### config.mk
export PLATFORM = sky130hd
export DESIGN_NAME = dram_bank_xlat
export DESIGN_NICKNAME = d
export VERILOG_FILES = /design/src/rtl/dram_xlat_pkg.sv /design/src/rtl/xlat_map_decode.sv /design/src/rtl/xlat_bank.sv /design/src/rtl/dram_bank_xlat.sv
export SDC_FILE = /design/constraint.sdc
export NUM_CORES = 1
export LEC_CHECK = 0
export BUFFER_PORTS_ARGS = -buffer_cell sky130_fd_sc_hd__buf_2
export CORE_AREA = 2 2 181 183
export CTS_BUF_LIST = sky130_fd_sc_hd__clkbuf_2 sky130_fd_sc_hd__clkbuf_4 sky130_fd_sc_hd__clkbuf_8
export CTS_CLUSTER_DIAMETER = 200
export DETAILED_ROUTE_END_ITERATION = 10
export DIE_AREA = 0 0 183 185
export HOLD_SLACK_MARGIN = 0.02
export PLACE_DENSITY = 0.69
export SYNTH_ARGS = -nofsm -noshare
export SYNTH_HDL_FRONTEND = slang
export SYNTH_HIERARCHICAL = 1
export SYNTH_SLANG_ARGS = --single-unit
### constraint.sdc
create_clock -name clk_i -period 0.8 [get_ports clk_i]
set_input_delay 0.16 -clock clk_i [delete_from_list [all_inputs] [get_ports clk_i]]
set_output_delay 0.16 -clock clk_i [all_outputs]
set_load 0.05 [all_outputs]
### src/rtl/dram_xlat_pkg.sv
package dram_xlat_pkg;
  localparam int TYPE_W = 3;
  localparam int MAP_W  = 4;

  typedef logic [TYPE_W-1:0] btype_t;

  localparam btype_t BT_NONE    = 3'd0;
  localparam btype_t BT_256K    = 3'd1;
  localparam btype_t BT_256K_X2 = 3'd2;
  localparam btype_t BT_1M      = 3'd3;
  localparam btype_t BT_1M_X2   = 3'd4;
  localparam btype_t BT_4M      = 3'd5;
  localparam btype_t BT_4M_X2   = 3'd6;

  function automatic btype_t norm_t(btype_t t);
    return (t == 3'd7) ? BT_NONE : t;
  endfunction

  function automatic logic is_none(btype_t t);
    return norm_t(t) == BT_NONE;
  endfunction

  function automatic logic is_ilv(btype_t t);
    return (t == BT_256K_X2) || (t == BT_1M_X2) || (t == BT_4M_X2);
  endfunction

  // 0: 256Kbit, 1: 1Mbit, 2: 4Mbit
  function automatic logic [1:0] geo(btype_t t);
    case (t)
      BT_1M, BT_1M_X2: return 2'd1;
      BT_4M, BT_4M_X2: return 2'd2;
      default:         return 2'd0;
    endcase
  endfunction

  // returns {bank1, bank0}
  function automatic logic [2*TYPE_W-1:0] map_types(logic [MAP_W-1:0] code);
    case (code)
      4'h0: return {BT_NONE,    BT_256K};
      4'h1: return {BT_NONE,    BT_256K_X2};
      4'h2: return {BT_256K,    BT_256K_X2};
      4'h3: return {BT_256K_X2, BT_256K_X2};
      4'h4: return {BT_NONE,    BT_1M};
      4'h5: return {BT_NONE,    BT_1M_X2};
      4'h6: return {BT_1M,      BT_1M_X2};
      4'h7: return {BT_1M_X2,   BT_1M_X2};
      4'h8: return {BT_NONE,    BT_4M};
      4'h9: return {BT_NONE,    BT_4M_X2};
      4'hA: return {BT_4M,      BT_NONE};
      4'hB: return {BT_4M_X2,   BT_NONE};
      4'hC: return {BT_1M,      BT_256K_X2};
      4'hD: return {BT_1M_X2,   BT_256K_X2};
      4'hE: return {BT_4M,      BT_1M_X2};
      default: return {BT_4M_X2, BT_1M_X2};
    endcase
  endfunction
endpackage

### src/rtl/xlat_map_decode.sv
module xlat_map_decode
  import dram_xlat_pkg::*;
#(
  parameter int ADDR_W = 25
) (
  input  logic [MAP_W-1:0]  map_i,
  input  btype_t            inst_i   [2],
  output btype_t            prog_o   [2],
  output logic [ADDR_W-1:0] vbase_o  [2],
  output logic [ADDR_W:0]   vend_o   [2],
  output logic [ADDR_W-1:0] pbase_o  [2],
  output logic [ADDR_W:0]   inst_end_o,
  output logic              lin_o
);
  localparam int NB   = 2;
  localparam int SZ_W = ADDR_W + 1;

  function automatic logic [ADDR_W-1:0] bsize(btype_t t);
    logic [4:0] lg;
    if (is_none(t)) return '0;
    lg = 5'd19 + 5'({geo(t), 1'b0}) + 5'(is_ilv(t));
    return ADDR_W'(1) << lg;
  endfunction

  logic [2*TYPE_W-1:0] pair;
  logic [ADDR_W-1:0]   sz_p [NB];
  logic [ADDR_W-1:0]   sz_i [NB];

  assign pair      = map_types(map_i);
  assign prog_o[0] = pair[TYPE_W-1:0];
  assign prog_o[1] = pair[2*TYPE_W-1:TYPE_W];

  genvar b;
  generate
    for (b = 0; b < NB; b++) begin : g_sz
      assign sz_p[b] = bsize(prog_o[b]);
      assign sz_i[b] = bsize(inst_i[b]);
    end
  endgenerate

  assign vbase_o[0] = '0;
  assign vbase_o[1] = sz_p[0];
  assign vend_o[0]  = SZ_W'(sz_p[0]);
  assign vend_o[1]  = SZ_W'(sz_p[0]) + SZ_W'(sz_p[1]);
  assign pbase_o[0] = '0;
  assign pbase_o[1] = sz_i[0];
  assign inst_end_o = SZ_W'(sz_i[0]) + SZ_W'(sz_i[1]);

  assign lin_o = (norm_t(prog_o[0]) == norm_t(inst_i[0])) &&
                 (norm_t(prog_o[1]) == norm_t(inst_i[1]));
endmodule

### src/rtl/xlat_bank.sv
module xlat_bank
  import dram_xlat_pkg::*;
#(
  parameter int ADDR_W = 25
) (
  input  logic [ADDR_W-1:0] off_i,
  input  btype_t            prog_i,
  input  btype_t            inst_i,
  output logic [ADDR_W-1:0] phys_o,
  output logic              open_o
);
  localparam logic [ADDR_W-1:0] LO_KEEP = ADDR_W'('h3FF);
  localparam logic [ADDR_W-1:0] HI_KEEP = ~ADDR_W'('h7FF);

  logic              pil, qil, spec, both_il;
  logic [1:0]        gp, gq;
  logic [3:0]        psh, qsh, rsh;
  logic [ADDR_W-1:0] qmask, o2, col, row;

  always_comb begin
    pil     = is_ilv(prog_i);
    qil     = is_ilv(inst_i);
    both_il = pil && qil;
    gp      = geo(prog_i);
    gq      = geo(inst_i);
    spec    = (norm_t(prog_i) == BT_4M_X2) && (gq == 2'd0);
    psh     = 4'd10 + 4'(gp);
    qsh     = 4'd10 + 4'(gq);
    qmask   = (ADDR_W'(1) << (4'd9 + 4'(gq))) - ADDR_W'(1);

    // interleaved layout over a single bank: half-width column hole
    open_o = 1'b0;
    o2     = off_i;
    if (pil && !qil) begin
      open_o = off_i[10];
      o2     = (off_i & LO_KEEP) | ((off_i & HI_KEEP) >> 1);
    end

    if (both_il) col = (o2 >> 1) & {qmask[ADDR_W-2:0], 1'b1};
    else         col = (o2 >> 1) & qmask;

    if (spec) begin
      if (qil) row = ADDR_W'(o2[20:13]) | (ADDR_W'(o2[22]) << 9);
      else     row = ADDR_W'(o2[19:13]) | (ADDR_W'(o2[21]) << 9);
    end else if (both_il) begin
      row = (o2 >> (psh + 4'd1)) & qmask;
    end else begin
      row = (o2 >> psh) & qmask;
    end

    rsh    = qsh + 4'(both_il);
    phys_o = open_o ? '0 : (ADDR_W'(o2[0]) | (col << 1) | (row << rsh));
  end
endmodule

### src/rtl/dram_bank_xlat.sv
module dram_bank_xlat
  import dram_xlat_pkg::*;
#(
  parameter int ADDR_W = 25
) (
  input  logic              clk_i,
  input  logic              rst_ni,
  input  logic [ADDR_W-1:0] addr_i,
  input  logic [3:0]        map_i,
  input  logic [2:0]        inst0_i,
  input  logic [2:0]        inst1_i,
  output logic              hit_o,
  output logic              bank_o,
  output logic              open_o,
  output logic [ADDR_W-1:0] phys_o
);
  localparam int NB   = 2;
  localparam int SZ_W = ADDR_W + 1;

  btype_t            inst_t [NB];
  btype_t            prog_t [NB];
  logic [ADDR_W-1:0] vbase  [NB];
  logic [SZ_W-1:0]   vend   [NB];
  logic [ADDR_W-1:0] pbase  [NB];
  logic [ADDR_W-1:0] off    [NB];
  logic [ADDR_W-1:0] bphys  [NB];
  logic [NB-1:0]     bopen, bhit;
  logic [SZ_W-1:0]   inst_end, addr_x;
  logic              lin_c, remap_c;
  logic              hit_c, bank_c, open_c;
  logic [ADDR_W-1:0] phys_c;

  assign inst_t[0] = inst0_i;
  assign inst_t[1] = inst1_i;
  assign addr_x    = {1'b0, addr_i};
  assign remap_c   = is_none(prog_t[0]);

  xlat_map_decode #(.ADDR_W(ADDR_W)) u_map (
    .map_i      (map_i),
    .inst_i     (inst_t),
    .prog_o     (prog_t),
    .vbase_o    (vbase),
    .vend_o     (vend),
    .pbase_o    (pbase),
    .inst_end_o (inst_end),
    .lin_o      (lin_c)
  );

  genvar b;
  generate
    for (b = 0; b < NB; b++) begin : g_bank
      assign off[b]  = addr_i - vbase[b];
      assign bhit[b] = !is_none(prog_t[b]) && !is_none(inst_t[b]) &&
                       (addr_i >= vbase[b]) && (addr_x < vend[b]);
      xlat_bank #(.ADDR_W(ADDR_W)) u_xb (
        .off_i  (off[b]),
        .prog_i (prog_t[b]),
        .inst_i (inst_t[b]),
        .phys_o (bphys[b]),
        .open_o (bopen[b])
      );
    end
  endgenerate

  always_comb begin
    hit_c  = 1'b0;
    bank_c = 1'b0;
    open_c = 1'b0;
    phys_c = '0;
    if (lin_c) begin
      hit_c  = addr_x < inst_end;
      bank_c = hit_c && (addr_i >= pbase[1]);
      phys_c = hit_c ? addr_i : '0;
    end else if (bhit[0]) begin
      hit_c  = 1'b1;
      open_c = bopen[0];
      phys_c = open_c ? '0 : (pbase[0] + bphys[0]);
    end else if (bhit[1]) begin
      hit_c  = 1'b1;
      bank_c = 1'b1;
      open_c = bopen[1];
      phys_c = open_c ? '0 : (pbase[1] + bphys[1]);
    end
  end

  always_ff @(posedge clk_i or negedge rst_ni) begin
    if (!rst_ni) begin
      hit_o  <= 1'b0;
      bank_o <= 1'b0;
      open_o <= 1'b0;
      phys_o <= '0;
    end else begin
      hit_o  <= hit_c;
      bank_o <= bank_c;
      open_o <= open_c;
      phys_o <= phys_c;
    end
  end


  miss_clean_chk: assert property (@(posedge clk_i) disable iff (!rst_ni)
    !hit_o |-> (phys_o == '0 && !open_o));


  open_hole_chk: assert property (@(posedge clk_i) disable iff (!rst_ni)
    open_o |-> (hit_o && phys_o == '0));


  linear_pass_chk: assert property (@(posedge clk_i) disable iff (!rst_ni)
    (hit_o && $past(lin_c)) |-> (phys_o == $past(addr_i) && !open_o));


  remap_bank_chk: assert property (@(posedge clk_i) disable iff (!rst_ni)
    (hit_o && !$past(lin_c) && $past(remap_c)) |-> bank_o);


  bank1_base_chk: assert property (@(posedge clk_i) disable iff (!rst_ni)
    (hit_o && bank_o && !$past(lin_c)) |-> ($past(addr_i) >= $past(vbase[1])));
endmodule

==> impl_summary.txt, run 1 <==
----------------------------------------------------
[Run status]
  Status ... complete, but fails checks
  Failing checks ... setup timing

[Synth]
  Post-Syn Instances ... 2154
  Combined area of all synthesized cells ... 15690 µm²
  Cell type contributing the most total cell area after synthesis ... sky130_fd_sc_hd__ha_1
  Synth warnings ... 6
  Average size of a mapped cell ... 7.284 µm²
  Count of flip-flops with a built-in enable after synthesis ... 0
  Flip-flop cell with the highest count after synthesis ... sky130_fd_sc_hd__dfrtp_1
  Area fraction of the dominant cell type after synthesis ... 0.1834
  Register area share after synthesis ... 0.04466
  Async S/R FF share, synth ... 1.000
  Dominant cells by area after synthesis ... sky130_fd_sc_hd__ha_1 (18%), sky130_fd_sc_hd__buf_4 (7.3%), sky130_fd_sc_hd__inv_1 (5.3%)
  Synthesized flop and latch total ... 28
  Number of different library cells in the post-synthesis netlist ... 132

[Global routing]
  GRT Util Overall ... 0.3361
  Number of antenna violations at the first check in global routing ... 1
  Global route overflow ... 0
  Maximum number of pins on one net before global-route repair ... 46
  Vias in the first global route ... 18212
  First-pass GRT wire length ... 92200 µm

[Floorplan]
  # rows ... 66
  Die height ... 185 µm
  Starting utilization of the core area ... 0.4897
  Total die area ... 33860 µm²
  Floorplan die width ... 183 µm
  Core Box Area ... 32040 µm²
  Count of pins on the block boundary ... 65

[Routing]
  Initial detailed-routing violation count ... 1563
  Antenna viol nets, final ... 0
  Vias per cell ... 5.812
  Routed length per placed instance ... 18.77 µm
  Total via count after detailed routing ... 18815
  Remaining DRCs ... 0
  Final WL ... 60760 µm
  First-pass iteration count of the detailed router ... 6

[Clock network]
  CTS HTree Levels ... 1
  Maximum number of buffers from clock root to sink ... 2
  CTS buffer count ... 3
  TritonCTS clock tree ... done
  Buffer type at the clock tree root ... sky130_fd_sc_hd__clkbuf_8
  Clock-pin slew of the registers on the worst-case setup and hold paths ... 0.12 ns
  Num Clock Sinks ... 28

[Worst setup path]
  Startpoint-to-endpoint class of the critical path ... in -> reg
  CP max stage delay ... 0.37 ns
  Data required time at the worst endpoint ... 1.00 ns
  Worst-path maximum fanout ... 8
  Crit path max-delay cell type ... sky130_fd_sc_hd__ha_1
  Critical path capture point type ... flip-flop
  Worst Path Buf+Inv ... 5
  Kind of cell adding the most delay to the critical path ... compound AO/OA/AOI/OAI gates
  Critical Path AT ... 5.27 ns
  Startpoint type of the worst setup path ... input pin

[Power and ir drop]
  Leakage component of the power ... 10.96 nW
  VDD IR-drop max ... 1161 µV
  Pwr Density ... 1663 nW/µm²

[STA]
  Max-slew violation total from the final report ... 0
  Pin slew with the least headroom to its limit ... 0.7706 ns
  Setup violators final ... 56
  Accumulated negative setup slack ... -114.45 ns
  Post-route fraction of the period consumed by the critical path ... 6.336
  Shortest clock period the worst path allows after layout ... 5.069 ns
  Unrepaired setup endpoints after global routing ... yes
  Number of hold violations in the final report ... 0
  Worst hold slack across all endpoints ... 0.2241 ns
  Slack of the critical path ... -4.269 ns
  Max Freq ... 197.3 MHz
  Headroom to the max-slew limit ... 0.4730

[Finish]
  # diodes ... 0
  Synth-to-Final Area Change ... 46.72%
  Nets ... 3103
  Fraction of final layout cells sized beyond drive strength 1 ... 0.3793

[Hold path]
  Kind of path behind the tightest hold check ... in -> reg

[Placement]
  Final weighted congestion of routability-driven global placement ... 1.002
  Post-DP HPWL ... 47530 µm
  # port buffers ... 64

[Flow run]
  Max-cap check violation count ... 0

----------------------------------------------------
## metrics by stage
stage | cell area (µm²) | cells | worst slack, ns | util | power [mW]
final | 23020 | 3237 | -4.269 | 0.7185 | 38.28
after global routing | 23020 | 3237 | -4.569 | 0.7185 | 40.63
after CTS | 22120 | 3208 | -4.159 | 0.6903 | 34.35
after detailed placement | 20710 | 3172 | -4.703 | 0.6464 | 30.36
after global placement | 20710 | 3172 | -4.670 | 0.6464 | 29.95
after floorplan | 16660 | 2308 | -4.359 | - | 19.90
## path summary, 6_finish.rpt
check | endpoint | startpoint | cells after the start | slack, ns
min in group asynchronous | phys_o[0] | rst_ni | 3 | 0.31
setup / recovery | phys_o[24] | map_i[1] | 30 | -4.27
max in group asynchronous | phys_o[11] | rst_ni | 3 | 0.31
hold / removal | phys_o[0] | addr_i[0] | 4 | 0.22
## cells in the mapped netlist, types with 12 or more instances
cell type                  count
sky130_fd_sc_hd__a211o_1      12
sky130_fd_sc_hd__a211oi_1     25
sky130_fd_sc_hd__a21o_1       64
sky130_fd_sc_hd__a21oi_1     152
sky130_fd_sc_hd__a22oi_1      24
sky130_fd_sc_hd__a31oi_1      27
sky130_fd_sc_hd__and2_1       24
sky130_fd_sc_hd__and3_1       12
sky130_fd_sc_hd__buf_2        23
sky130_fd_sc_hd__buf_4       153
sky130_fd_sc_hd__clkbuf_1     34
sky130_fd_sc_hd__dfrtp_1      28
sky130_fd_sc_hd__ha_1        230
sky130_fd_sc_hd__inv_1       221
sky130_fd_sc_hd__mux2i_1      50
sky130_fd_sc_hd__nand2_1     133
sky130_fd_sc_hd__nand2b_1     29
sky130_fd_sc_hd__nand3_1      56
sky130_fd_sc_hd__nand4_1      22
sky130_fd_sc_hd__nor2_1      131
sky130_fd_sc_hd__nor2b_1      34
sky130_fd_sc_hd__nor3_1       47
sky130_fd_sc_hd__o211ai_1     17
sky130_fd_sc_hd__o21a_1       24
sky130_fd_sc_hd__o21ai_0      90
sky130_fd_sc_hd__o21ai_1      20
sky130_fd_sc_hd__o221ai_1     28
sky130_fd_sc_hd__o22ai_1      17
sky130_fd_sc_hd__xnor2_1      65
sky130_fd_sc_hd__xor2_1       34
## cell type report
type                    instances  area [µm²]
multi-input cells            1829       14950
fillers                      2461        9020
repair buffers                740        5917
inverters                     228       875.8
flip-flops and latches         28       700.7
well taps                     408       510.5
clock buffers                   3       41.29
clock inverters                 1       30.03
## cells in the final DEF (no fill, tap or decap), types with 28 or more instances in the layout
cell type                 count
sky130_fd_sc_hd__buf_4      634
sky130_fd_sc_hd__xor2_1      29
sky130_fd_sc_hd__a21oi_2     30
sky130_fd_sc_hd__mux2i_1     39
sky130_fd_sc_hd__a21o_1      63
sky130_fd_sc_hd__nor2b_1     32
sky130_fd_sc_hd__nor2_1     122
sky130_fd_sc_hd__inv_1      216
sky130_fd_sc_hd__a21oi_1    122
sky130_fd_sc_hd__nor3_1      37
sky130_fd_sc_hd__buf_2       29
sky130_fd_sc_hd__nand2_1    125
sky130_fd_sc_hd__xnor2_1     53
sky130_fd_sc_hd__nand3_1     53
sky130_fd_sc_hd__dfrtp_1     28
sky130_fd_sc_hd__conb_1     160
sky130_fd_sc_hd__buf_6       54
sky130_fd_sc_hd__o21ai_0     67
sky130_fd_sc_hd__ha_1       201
## flip-flops by register name (all words and copies together), names as in the netlist
register  count
bank_o        1
hit_o         1
open_o        1
phys_o       25
## what timing repair did
item / in CTS / in global routing
hold endpoints to repair: 28 / 0
buffers inserted: 34 / 35
resized for setup: 231 / 136
gates cloned: 0 / 0
setup endpoints to repair: 56 / 56
pin swaps: 87 / 110
hold buffers: 1 / 0
## kinds of logic after synthesis
family                   Yosys count  synth area share
buffers and inverters            451            0.1518
XOR/XNOR                          99           0.05526
adder cells (fa/ha/maj)          236            0.1911
AO/OA/AOI/OAI                    674            0.3085
flip-flops                        28           0.04466
multiplexers                      67           0.04681
other                              6          0.001435
AND/OR/NAND/NOR                  593            0.2004
## metal layers
layer,GRT usage,part of all wire
met1,0.4196,0.41
met2,0.5952,0.47
met3,0.03048,0.059
met4,0.1354,0.052
met5,0,0.00018
## report_power, final
group / internal [mW] / switching, mW
combinational: 16.6 / 18.5
sequential: 1.73 / 0.193
clock: 0.674 / 0.565
total: 19.0 / 19.3
No activity file was read; power rests on OpenSTA's default activity.
==> inputs of run 2 (changes only) <==
- SKIP_CTS_REPAIR_TIMING: default -> 1
==> run 2 against run 1 <==
The flow still finishes with violations (setup timing). Core utilization decreased by 2.6 points. Die area unchanged. Routed wire length down 5.0%. Sequential cell count stayed put. Sequential share of layout area is 0.12 points higher. Global-route usage down 1.9 points. Clock power barely moved. Maximum frequency down 0.38%.
==> impl_summary.txt, run 2 (synthesized netlist as in run 1, its figures left out) <==
----------------------------------------------------
[STA]
  Setup violators final ... 56 (unchanged)
  Max Freq ... 196.5 MHz (-0.38%)
  Shortest clock period the worst path allows after layout ... 5.088 ns (+0.01919 ns)
  Worst hold slack across all endpoints ... 0.2256 ns (+0.001440 ns)
  Slack of the critical path ... -4.288 ns (-0.01919 ns)
  Post-route fraction of the period consumed by the critical path ... 6.360 (+0.02399)
  Max-slew violation total from the final report ... 0 (unchanged)
  Unrepaired setup endpoints after global routing ... yes
  Headroom to the max-slew limit ... 0.5084 (+0.03541)
  Pin slew with the least headroom to its limit ... 0.7188 ns (-0.05178 ns)
  Number of hold violations in the final report ... 0 (unchanged)

[Routing]
  First-pass iteration count of the detailed router ... 8 (+2)
  Total via count after detailed routing ... 18310 (-2.7%)
  Remaining DRCs ... 0 (unchanged)
  Vias per cell ... 5.718 (-1.6%)
  Antenna viol nets, final ... 0 (unchanged)
  Routed length per placed instance ... 18.02 µm (-4.0%)
  Final WL ... 57700 µm (-5.0%)
  Initial detailed-routing violation count ... 1427 (-8.7%)

[Global routing]
  Maximum number of pins on one net before global-route repair ... 46 (unchanged)
  First-pass GRT wire length ... 87080 µm (-5.5%)
  Vias in the first global route ... 17327 (-4.9%)
  Number of antenna violations at the first check in global routing ... 0 (-1)
  GRT Util Overall ... 0.3171 (-0.01897)
  Global route overflow ... 0 (unchanged)

[Hold path]
  Kind of path behind the tightest hold check ... in -> reg
  Hold endpoint ... phys_o[0]
  Number of instances on the worst hold path ... 4 (unchanged)
  Startpoint of the lowest-slack hold path ... addr_i[0]

[Worst setup path]
  Critical Path AT ... 5.29 ns (+0.02 ns)
  Data required time at the worst endpoint ... 1.00 ns (about the same)
  Worst Path Buf+Inv ... 3 (-2)
  CP max stage delay ... 0.33 ns (-0.04 ns)
  Critical path capture point type ... flip-flop
  Startpoint type of the worst setup path ... input pin
  Kind of cell adding the most delay to the critical path ... compound AO/OA/AOI/OAI gates
  Worst path depth ... 30 (unchanged)
  Startpoint-to-endpoint class of the critical path ... in -> reg
  Worst-path maximum fanout ... 7 (-1)
  Crit path max-delay cell type ... sky130_fd_sc_hd__a221o_1

[Floorplan]
  # rows ... 66 (unchanged)
  Floorplan die width ... 183 µm (unchanged)
  Die height ... 185 µm (unchanged)
  Core Box Area ... 32040 µm² (unchanged)
  Count of pins on the block boundary ... 65 (unchanged)
  Starting utilization of the core area ... 0.4897 (unchanged)
  Total die area ... 33860 µm² (unchanged)

[Finish]
  Fillcell total ... 2628 (+6.8%)
  Nets ... 3068 (-1.1%)
  Fraction of final layout cells sized beyond drive strength 1 ... 0.3475 (-0.03176)
  Commonest non-fill, non-tap cell in the layout ... sky130_fd_sc_hd__buf_4
  Final core utilization ... 0.6923 (-0.02616)
  Top library cells by usage in the layout, fill and taps aside ... sky130_fd_sc_hd__buf_4 (611), sky130_fd_sc_hd__inv_1 (216), sky130_fd_sc_hd__ha_1 (208), sky130_fd_sc_hd__conb_1 (160), sky130_fd_sc_hd__a21oi_1 (132)
  Synth-to-Final Area Change ... 41.38%
  Flip-flop count of the largest register after layout ... 25 (unchanged)
  Register name with the most flops ... phys_o
  # diodes ... 0 (unchanged)

[Placement]
  Post-DP HPWL ... 47530 µm (unchanged)
  Final weighted congestion of routability-driven global placement ... 1.002 (unchanged)
  # port buffers ... 64 (unchanged)

[Clock network]
  Maximum number of buffers from clock root to sink ... 2 (unchanged)
  Clock-pin slew of the registers on the worst-case setup and hold paths ... 0.12 ns (about the same)
  Buffer type at the clock tree root ... sky130_fd_sc_hd__clkbuf_8
  Num Clock Sinks ... 28 (unchanged)
  CTS HTree Levels ... 1 (unchanged)
  CTS buffer count ... 3 (unchanged)
  TritonCTS clock tree ... done

[Flow run]
  Max-cap check violation count ... 0 (unchanged)

[Run status]
  Status ... complete, but fails checks
  Failing checks ... setup timing

[Power and ir drop]
  Net Sw Frac ... 0.5026 (about the same)
  VDD IR-drop max ... 1191 µV (+2.6%)
  Part of the total power dissipated in sequential elements ... 0.054 (+0.004)
  Pwr Density ... 1606 nW/µm² (-3.4%)
  Share of total power in combinational logic ... 0.911 (-0.006)
  Leakage component of the power ... 10.68 nW (-2.6%)
  Clock power frac ... 0.035 (+0.003)
  Design internal power ... 17.72 mW (-6.9%)
  Net load switching power ... 17.90 mW (-7.0%)
  Overall power ... 35.62 mW (-7.0%)

----------------------------------------------------
[run 2: cell count changes in the layout (fill, tap and decap cells not counted), sizes merged]
cell / before / now
inv: 225 / 224
buf: 739 / 704
clkinv: 3 / 4
[run 2: worst min-delay path, stage by stage]
cell	delay, ns
sky130_fd_sc_hd__buf_2	0.08
sky130_fd_sc_hd__buf_4	0.13
sky130_fd_sc_hd__a222oi_1	0.07
sky130_fd_sc_hd__inv_1	0.05
[run 2: how the worst max path moves through the flow]
stage | startpoint | end | slack [ns]
finish | map_i[3] | phys_o[24] | -4.29
global route | map_i[3] | phys_o[24] | -4.61
CTS | map_i[1] | phys_o[24] | -4.40
detailed placement | map_i[1] | phys_o[24] | -4.70
global placement | map_i[1] | phys_o[24] | -4.67
floorplan | map_i[1] | phys_o[24] | -4.36
[run 2: cell type report]
type	count	area, µm²	share of cell area
clock buffers	3	41.29	0.001861
inverters	228	880.8	0.03971
well taps	408	510.5	0.02301
multi-input cells	1829	14420	0.6500
flip-flops and latches	28	700.7	0.03159
clock inverters	1	30.03	0.001354
repair buffers	705	5600	0.2525
[run 2: metal layers]
layer / global-route usage / vias to the layer above / wire (µm)
met3: 0.01986 / 128 / 2764
met1: 0.4110 / 8683 / 25080
met5: 0 / - / 0
met4: 0.1094 / 0 / 2368
met2: 0.5577 / 597 / 27490
li1: - / 8902 / -
[run 2: power by group through the flow]
stage	Combinational [mW]	Clock, mW	Sequential (mW)
floorplan	16.9	0	3.02
global placement	28.1	0	1.86
detailed placement	28.5	0	1.86
CTS	28.7	1.21	1.83
global route	34.7	1.27	1.94
finish	32.5	1.24	1.92
[run 2: stage by stage]
| step | area (µm²) | setup TNS (ns) | setup WS, ns | instances |
|---|---|---|---|---|
| after floorplan | 16660 | -99.08 | -4.359 | 2308 |
| after global placement | 20710 | -120.26 | -4.670 | 3172 |
| after detailed placement | 20710 | -122.86 | -4.703 | 3172 |
| after CTS | 20780 | -122.49 | -4.403 | 3176 |
| after global routing | 22180 | -123.53 | -4.612 | 3202 |
| final | 22180 | -118.19 | -4.288 | 3202 |
